File: config.mk
export PLATFORM = sky130hd
export DESIGN_NAME = signed_restoring_div
export DESIGN_NICKNAME = d
export VERILOG_FILES = /design/src/rtl/sdiv_pkg.sv /design/src/rtl/sdiv_rst_sync.sv /design/src/rtl/sdiv_ctrl.sv /design/src/rtl/sdiv_step.sv /design/src/rtl/sdiv_datapath.sv /design/src/rtl/signed_restoring_div.sv
export SDC_FILE = /design/constraint.sdc
export NUM_CORES = 1
export LEC_CHECK = 0
export BUFFER_PORTS_ARGS = -buffer_cell sky130_fd_sc_hd__buf_4
export CORE_ASPECT_RATIO = 1.4
export CORE_MARGIN = 8
export CORE_UTILIZATION = 59
export DETAILED_ROUTE_END_ITERATION = 12
export PLACE_DENSITY_LB_ADDON = 0.12
export SETUP_SLACK_MARGIN = 0.1
export SKIP_CTS_REPAIR_TIMING = 1
export SYNTH_ARGS = -nofsm -noshare
export SYNTH_HDL_FRONTEND = slang
export SYNTH_HIERARCHICAL = 1
export SYNTH_SLANG_ARGS = --single-unit
File: constraint.sdc
create_clock -name clk -period 1.3 [get_ports clk]
set_input_delay 0.26 -clock clk [delete_from_list [all_inputs] [get_ports clk]]
set_output_delay 0.26 -clock clk [all_outputs]
set_load 0.03 [all_outputs]
File: src/rtl/sdiv_pkg.sv
package sdiv_pkg;

  typedef enum logic [1:0] {
    ST_IDLE = 2'd0,
    ST_RUN  = 2'd1,
    ST_FIN  = 2'd2
  } sdiv_state_e;

endpackage

File: src/rtl/sdiv_rst_sync.sv
module sdiv_rst_sync #(
  parameter int STAGES = 2
) (
  input  logic clk,
  input  logic rst_n_in,
  output logic rst_n_out
);

  logic [STAGES-1:0] sync_q;
  logic [STAGES-1:0] sync_d;

  always_comb begin
    sync_d = {sync_q[STAGES-2:0], 1'b1};
  end

  always_ff @(posedge clk or negedge rst_n_in) begin
    if (!rst_n_in) begin
      sync_q <= '0;
    end else begin
      sync_q <= sync_d;
    end
  end

  assign rst_n_out = sync_q[STAGES-1];

endmodule

File: src/rtl/sdiv_ctrl.sv
module sdiv_ctrl
  import sdiv_pkg::*;
#(
  parameter  int WIDTH = 8,
  localparam int CW    = (WIDTH > 1) ? $clog2(WIDTH) : 1
) (
  input  logic          clk,
  input  logic          rst_n,
  input  logic          start,
  input  logic          zero_div,
  output logic          load,
  output logic          load_zero,
  output logic          step_en,
  output logic          fin_en,
  output logic [CW-1:0] iter,
  output logic          busy,
  output logic          done,
  output logic          div_zero
);

  localparam logic [CW-1:0] LAST_ITER = CW'(WIDTH - 1);

  sdiv_state_e   state_q, state_d;
  logic [CW-1:0] cnt_q, cnt_d;
  logic          done_q, done_d;
  logic          dz_q, dz_d;
  logic          accept;

  always_comb begin
    accept    = (state_q == ST_IDLE) && start;
    load      = accept && !zero_div;
    load_zero = accept && zero_div;
    step_en   = (state_q == ST_RUN);
    fin_en    = (state_q == ST_FIN);

    state_d = state_q;
    cnt_d   = cnt_q;
    unique case (state_q)
      ST_IDLE: begin
        if (load) begin
          state_d = ST_RUN;
          cnt_d   = '0;
        end
      end
      ST_RUN: begin
        if (cnt_q == LAST_ITER) begin
          state_d = ST_FIN;
        end else begin
          cnt_d = cnt_q + 1'b1;
        end
      end
      ST_FIN: begin
        state_d = ST_IDLE;
      end
      default: begin
        state_d = ST_IDLE;
      end
    endcase

    done_d = fin_en || load_zero;
    dz_d   = accept ? zero_div : dz_q;
  end

  always_ff @(posedge clk or negedge rst_n) begin
    if (!rst_n) begin
      state_q <= ST_IDLE;
      cnt_q   <= '0;
      done_q  <= 1'b0;
      dz_q    <= 1'b0;
    end else begin
      state_q <= state_d;
      cnt_q   <= cnt_d;
      done_q  <= done_d;
      dz_q    <= dz_d;
    end
  end

  assign iter     = cnt_q;
  assign busy     = (state_q != ST_IDLE);
  assign done     = done_q;
  assign div_zero = dz_q;

  // Checker-only run length counter for the busy window
  logic [CW:0] run_len_q;

  always_ff @(posedge clk or negedge rst_n) begin
    if (!rst_n) begin
      run_len_q <= '0;
    end else begin
      run_len_q <= busy ? (run_len_q + 1'b1) : '0;
    end
  end

  p_busy_len_r3: assert property (@(posedge clk) disable iff (!rst_n)
    (state_q == ST_FIN) |-> (run_len_q == (CW+1)'(WIDTH)))
    else $error("busy window length differs from WIDTH+1");

  p_fin_done_r4: assert property (@(posedge clk) disable iff (!rst_n)
    (state_q == ST_FIN) |=> (done && !busy))
    else $error("done did not follow the final busy cycle");

endmodule

File: src/rtl/sdiv_step.sv
module sdiv_step #(
  parameter  int WIDTH = 8,
  localparam int CW    = (WIDTH > 1) ? $clog2(WIDTH) : 1
) (
  input  logic [WIDTH-1:0] a_in,
  input  logic [WIDTH-1:0] q_in,
  input  logic [WIDTH-1:0] m_in,
  input  logic [CW-1:0]    iter,
  output logic [WIDTH:0]   a_out,
  output logic [WIDTH-1:0] q_out
);

  logic [WIDTH:0] a_sh;
  logic [WIDTH:0] m_ext;
  logic [WIDTH:0] trial;
  logic           same_sign;
  logic           rest_nz;
  logic           keep;

  always_comb begin
    a_sh      = {a_in, q_in[WIDTH-1]};
    m_ext     = {m_in[WIDTH-1], m_in};
    same_sign = (a_sh[WIDTH] == m_ext[WIDTH]);
    trial     = same_sign ? (a_sh - m_ext) : (a_sh + m_ext);
  end

  // Dividend bits not yet shifted into the partial remainder
  always_comb begin
    rest_nz = 1'b0;
    for (int b = 1; b < WIDTH; b++) begin
      if ((b > int'(iter)) && q_in[b-1]) begin
        rest_nz = 1'b1;
      end
    end
  end

  always_comb begin
    if (trial == '0) begin
      keep = !a_sh[WIDTH] || !rest_nz;
    end else begin
      keep = (trial[WIDTH] == a_sh[WIDTH]);
    end
    a_out = keep ? trial : a_sh;
    q_out = {q_in[WIDTH-2:0], keep};
  end

endmodule

File: src/rtl/sdiv_datapath.sv
module sdiv_datapath #(
  parameter  int WIDTH = 8,
  localparam int CW    = (WIDTH > 1) ? $clog2(WIDTH) : 1
) (
  input  logic             clk,
  input  logic             rst_n,
  input  logic             load,
  input  logic             load_zero,
  input  logic             step_en,
  input  logic             fin_en,
  input  logic [CW-1:0]    iter,
  input  logic [WIDTH-1:0] dividend,
  input  logic [WIDTH-1:0] divisor,
  output logic [WIDTH-1:0] quotient,
  output logic [WIDTH-1:0] remainder
);

  logic [WIDTH-1:0] a_q, a_d;
  logic [WIDTH-1:0] q_q, q_d;
  logic [WIDTH-1:0] m_q, m_d;
  logic             dsign_q, dsign_d;
  logic             neg_q, neg_d;
  logic [WIDTH:0]   a_step;
  logic [WIDTH-1:0] q_step;

  sdiv_step #(.WIDTH(WIDTH)) u_step (
    .a_in  (a_q),
    .q_in  (q_q),
    .m_in  (m_q),
    .iter  (iter),
    .a_out (a_step),
    .q_out (q_step)
  );

  always_comb begin
    a_d     = a_q;
    q_d     = q_q;
    m_d     = m_q;
    dsign_d = dsign_q;
    neg_d   = neg_q;
    if (load || load_zero) begin
      m_d     = divisor;
      dsign_d = dividend[WIDTH-1];
      neg_d   = dividend[WIDTH-1] ^ divisor[WIDTH-1];
      if (load) begin
        a_d = {WIDTH{dividend[WIDTH-1]}};
        q_d = dividend;
      end else begin
        a_d = dividend;
        q_d = '1;
      end
    end else if (step_en) begin
      a_d = a_step[WIDTH-1:0];
      q_d = q_step;
    end else if (fin_en) begin
      if (neg_q) begin
        q_d = -q_q;
      end
    end
  end

  always_ff @(posedge clk or negedge rst_n) begin
    if (!rst_n) begin
      a_q     <= '0;
      q_q     <= '0;
      m_q     <= '0;
      dsign_q <= 1'b0;
      neg_q   <= 1'b0;
    end else begin
      a_q     <= a_d;
      q_q     <= q_d;
      m_q     <= m_d;
      dsign_q <= dsign_d;
      neg_q   <= neg_d;
    end
  end

  assign quotient  = q_q;
  assign remainder = a_q;

  function automatic logic [WIDTH:0] mag(input logic [WIDTH-1:0] v);
    logic [WIDTH:0] ext;
    ext = {v[WIDTH-1], v};
    return ext[WIDTH] ? (~ext + 1'b1) : ext;
  endfunction

  p_m_hold_r2: assert property (@(posedge clk) disable iff (!rst_n)
    (step_en || fin_en) |=> $stable(m_q))
    else $error("divisor register changed during a running division");

  p_fit_r6: assert property (@(posedge clk) disable iff (!rst_n)
    step_en |-> (a_step[WIDTH] == a_step[WIDTH-1]))
    else $error("partial remainder outgrew WIDTH bits");

  p_prem_sign_r6: assert property (@(posedge clk) disable iff (!rst_n)
    step_en |=> ((a_q == '0) || (a_q[WIDTH-1] == dsign_q)))
    else $error("partial remainder took the sign opposite the dividend");

  p_rem_mag_r6: assert property (@(posedge clk) disable iff (!rst_n)
    fin_en |-> (mag(a_q) < mag(m_q)))
    else $error("final remainder not smaller than divisor");

endmodule

File: src/rtl/signed_restoring_div.sv
module signed_restoring_div #(
  parameter  int WIDTH = 8,
  localparam int CW    = (WIDTH > 1) ? $clog2(WIDTH) : 1
) (
  input  logic             clk,
  input  logic             rst_n,
  input  logic             start,
  input  logic [WIDTH-1:0] dividend,
  input  logic [WIDTH-1:0] divisor,
  output logic             busy,
  output logic             done,
  output logic [WIDTH-1:0] quotient,
  output logic [WIDTH-1:0] remainder,
  output logic             div_zero
);

  logic          rst_n_s;
  logic          load;
  logic          load_zero;
  logic          step_en;
  logic          fin_en;
  logic [CW-1:0] iter;
  logic          zero_div;

  assign zero_div = (divisor == '0);

  sdiv_rst_sync #(.STAGES(2)) u_rst (
    .clk       (clk),
    .rst_n_in  (rst_n),
    .rst_n_out (rst_n_s)
  );

  sdiv_ctrl #(.WIDTH(WIDTH)) u_ctrl (
    .clk       (clk),
    .rst_n     (rst_n_s),
    .start     (start),
    .zero_div  (zero_div),
    .load      (load),
    .load_zero (load_zero),
    .step_en   (step_en),
    .fin_en    (fin_en),
    .iter      (iter),
    .busy      (busy),
    .done      (done),
    .div_zero  (div_zero)
  );

  sdiv_datapath #(.WIDTH(WIDTH)) u_dp (
    .clk       (clk),
    .rst_n     (rst_n_s),
    .load      (load),
    .load_zero (load_zero),
    .step_en   (step_en),
    .fin_en    (fin_en),
    .iter      (iter),
    .dividend  (dividend),
    .divisor   (divisor),
    .quotient  (quotient),
    .remainder (remainder)
  );

  p_done_idle_r4: assert property (@(posedge clk) disable iff (!rst_n_s)
    done |-> !busy)
    else $error("done raised while busy");

  p_zero_done_r8: assert property (@(posedge clk) disable iff (!rst_n_s)
    (!busy && start && (divisor == '0)) |=> (done && div_zero && !busy))
    else $error("zero divisor did not complete at once");

endmodule

==> results of run 1 <==
## through the flow
stage	setup TNS, ns	hold slack (ns)	instances	utilization, %
detailed placement	-31.62	0.0433	508	85.5
floorplan	-24.91	-0.0356	325	-
CTS	-27.17	-0.266	516	87.5
global placement	-29.64	0.0422	508	85.5
==> impl_metrics.csv, run 1 <==
group,metric,value,unit
status,status,"aborted with a tool error",
status,lastStage,"global routing (5_1_grt)",
status,firstError,"[ERROR DPL-0038] Utilization greater than 100%, impossible to legalize",
place,place.port_buffers,37,
die,io_pins,38,
cts,cts_buffer_depth,2,
die,num_rows,30,
yosys,synth_fp_nets,357,
sta,grt_worst_setup_endpoint,"u_dp/remainder[4]$_DFFE_PN0P_/D",
place,dp_worst_setup_slack,-2.15,ns
cts,numCtsBuffers,5,
yosys,yosysWarnings,6,
sta,endpoint_type,"register data pin",
die,die_w,75.6,um
cts,cts_root_buffer,"clkbuf_8",
cts,h-tree-depth,2,
yosys,synth_area,2940,sq um
place,placed_cell_area,4110,sq um
place,hpwlAfterDp,7.39,mm
global_route,grt_max_degree,33,
die,start_util,61.1,%
yosys,syn_area_per_cell,9.03,sq um
place,routabilityCongestion,0.964,
die,die_h,99.5,um
cts,clock-sinks,34,
yosys,synthCells,325,
==> inputs of run 2 (changes only) <==
--- a/config.mk
+++ b/config.mk
@@ -6,12 +6,10 @@
 export NUM_CORES = 1
 export LEC_CHECK = 0
 export BUFFER_PORTS_ARGS = -buffer_cell sky130_fd_sc_hd__buf_4
-export CORE_ASPECT_RATIO = 1.4
 export CORE_MARGIN = 8
-export CORE_UTILIZATION = 59
+export CORE_UTILIZATION = 40
 export DETAILED_ROUTE_END_ITERATION = 12
-export PLACE_DENSITY_LB_ADDON = 0.12
-export SETUP_SLACK_MARGIN = 0.1
+export PLACE_DENSITY_LB_ADDON = 0.15
 export SKIP_CTS_REPAIR_TIMING = 1
 export SYNTH_ARGS = -nofsm -noshare
 export SYNTH_HDL_FRONTEND = slang
==> run 2 against run 1 <==
The flow now finishes, with violations (negative setup slack). Area after synthesis is the same. Synthesized cell count did not move.
==> impl_metrics.csv, run 2 <==
group,metric,value,unit
sta,period_needed,3.39,ns
sta,hold_viol,0,
sta,clock_skew,0.00472,ns
worst_setup_path,cp_num_cells,14,
die,die_h,102,um
detailed_routing,drc,0,
sta,timing.hold.ws,0.231,ns
worst_setup_path,crit_slowest_cell,"dfrtp_2",
place,routabilityCongestion,0.896,
final_layout,final_cells,572,
sta,fin_crit_sh,261,%
detailed_routing,vias,3015,
global_route,grt_usage,18.1,%
worst_setup_path,cp.required,1.47,ns
final_layout,ff_latch_area,857,sq um
worst_setup_path,cp_max_fo,7,
die,io_pins,38,
worst_setup_path,crit_path_end_kind,"register",
final_layout,final_common_cell,"buf_4",
final_layout,multi_input_area,2310,sq um
worst_setup_path,critPathBufInv,0,
yosys,syn_area_per_cell,9.03,sq um
yosys,synthCells,325,
cts,clk-insertion-delay-late,0.29,ns
die,die-area,10300,sq um
min_path,holdCritStartpoint,"divisor[3]",
worst_setup_path,reg2reg_from,"u_dp/remainder[7]",
worst_setup_path,r2r_end,"u_dp/remainder[1]",
worst_setup_path,cp.arrival,3.56,ns
min_path,hold_path_end,"u_dp/m_q[3]",
detailed_routing,dr.pass1.iters,4,
cts,cts_buffer_depth,2,
min_path,hold_path.class,"input pin to register",
status,violations,"negative setup slack",
worst_setup_path,critPathTopFamily,"compound AO/OA/AOI/OAI gates",
global_route,grt.busiest_layer,"met2",
sta,finalSetupViolCount,34,
cts,cts_root_buffer,"clkbuf_8",
final_layout,drive_gt1_share,58.1,%
cts,cts.clk_slew.worst_paths,0.07,ns
sta,max_freq,295,MHz
global_route,grt_max_degree,33,
worst_setup_path,r2r_slack,-2.09,ns
worst_setup_path,path_cells,"xor2_4 -> o31ai_2 -> xor2_1 -> ha_2 -> o21ai_1 -> a2111o_1 -> o211ai_2 -> a21oi_4 -> and4_4 -> a211oi_4 -> o221ai_1 -> nor3b_1 -> nor3_1 -> o22a_1",
detailed_routing,ant_nets,0,
die,start_util,40.9,%
cts,h-tree-depth,2,
sta,final_max_slew_viol_count,0,
detailed_routing,drtIter0Drc,146,
place,dp.cells,551,
final_layout,final_cell_mix,"buf_4, buf_6, dfrtp_1",
die,die_w,102,um
worst_setup_path,rr_worst_depth,14,
cts,numCtsBuffers,5,
cts,clock-sinks,34,
place,hpwlAfterDp,7.32,mm
global_route,grt_pass1_vias,2944,
final_layout,diodes,0,
global_route,overflow,0,
yosys,synth_area,2940,sq um
global_route,grt_pass1_wl,14.7,mm
final_layout,area_delta_synth_final,64.5,%
worst_setup_path,startpoint_type,"register",
detailed_routing,routedWlPerCell,16.8,um
place,dp_worst_setup_slack,-2.11,ns
yosys,synth_fp_nets,357,
die,num_rows,31,
die,core,7180,sq um
sta,setup_ws,-2.09,ns
global_route,antenna_found_initial,0,
min_path,holdPathStages,2,
sta,rsz0062_at_grt,"yes",
detailed_routing,drt_wl_total,9.63,mm
yosys,yosysWarnings,6,
final_layout,fill_cells,571,
job,cap_violations,0,
worst_setup_path,criticalPathCategory,"register to register",
status,status,"complete, but fails checks",
global_route,met1_usage,23.2,%
worst_setup_path,cpPeakStageDelay,0.45,ns
place,place.port_buffers,37,
detailed_routing,viasPerCell,5.27,
global_route,use_met3,2.89,%
global_route,grtUsageMet2,30.9,%
cts,cts_tree,"yes",
final_layout,nNetsFinal,504,
## run 2: area by class of cell
cell class | count | area share (%)
clock buffers | 7 | 1.79
flip-flops and latches | 34 | 17.7
inverters | 19 | 1.53
well taps | 99 | 2.56
clock inverters | 1 | 0.104
multi-input cells | 251 | 47.9
repair buffers | 161 | 28.4
## run 2: metal layers
| layer | vias up | routed length, um |
|---|---|---|
| li1 | 1479 | - |
| met1 | 1457 | 4270 |
| met2 | 66 | 4820 |
| met3 | 13 | 360 |
| met4 | 0 | 181 |
| met5 | - | 0 |
## run 2: how the worst max path moves through the flow
stage | endpoint | slack [ns] | startpoint
floorplan | u_dp/remainder[3] | -1.90 | u_dp/remainder[7]
global placement | u_dp/remainder[5] | -2.07 | u_dp/m_q[1]
detailed placement | u_dp/remainder[6] | -2.11 | u_dp/m_q[1]
CTS | u_dp/remainder[6] | -2.12 | u_dp/m_q[1]
global route | u_dp/remainder[4] | -2.31 | u_dp/m_q[1]
finish | u_dp/remainder[1] | -2.09 | u_dp/remainder[7]
## run 2: through the flow
step	TNS (ns)	cell area, sq um	utilization, %
final	-25.34	4830	67.3
after global routing	-28.17	4830	67.3
after CTS	-26.58	4290	59.8
after detailed placement	-31.59	4200	58.5
after global placement	-30.73	4200	58.5
after floorplan	-24.91	3110	-
Power of run 2 is not shown: default switching activity piles up to over one toggle a cycle in this logic, so the estimate is an artifact.
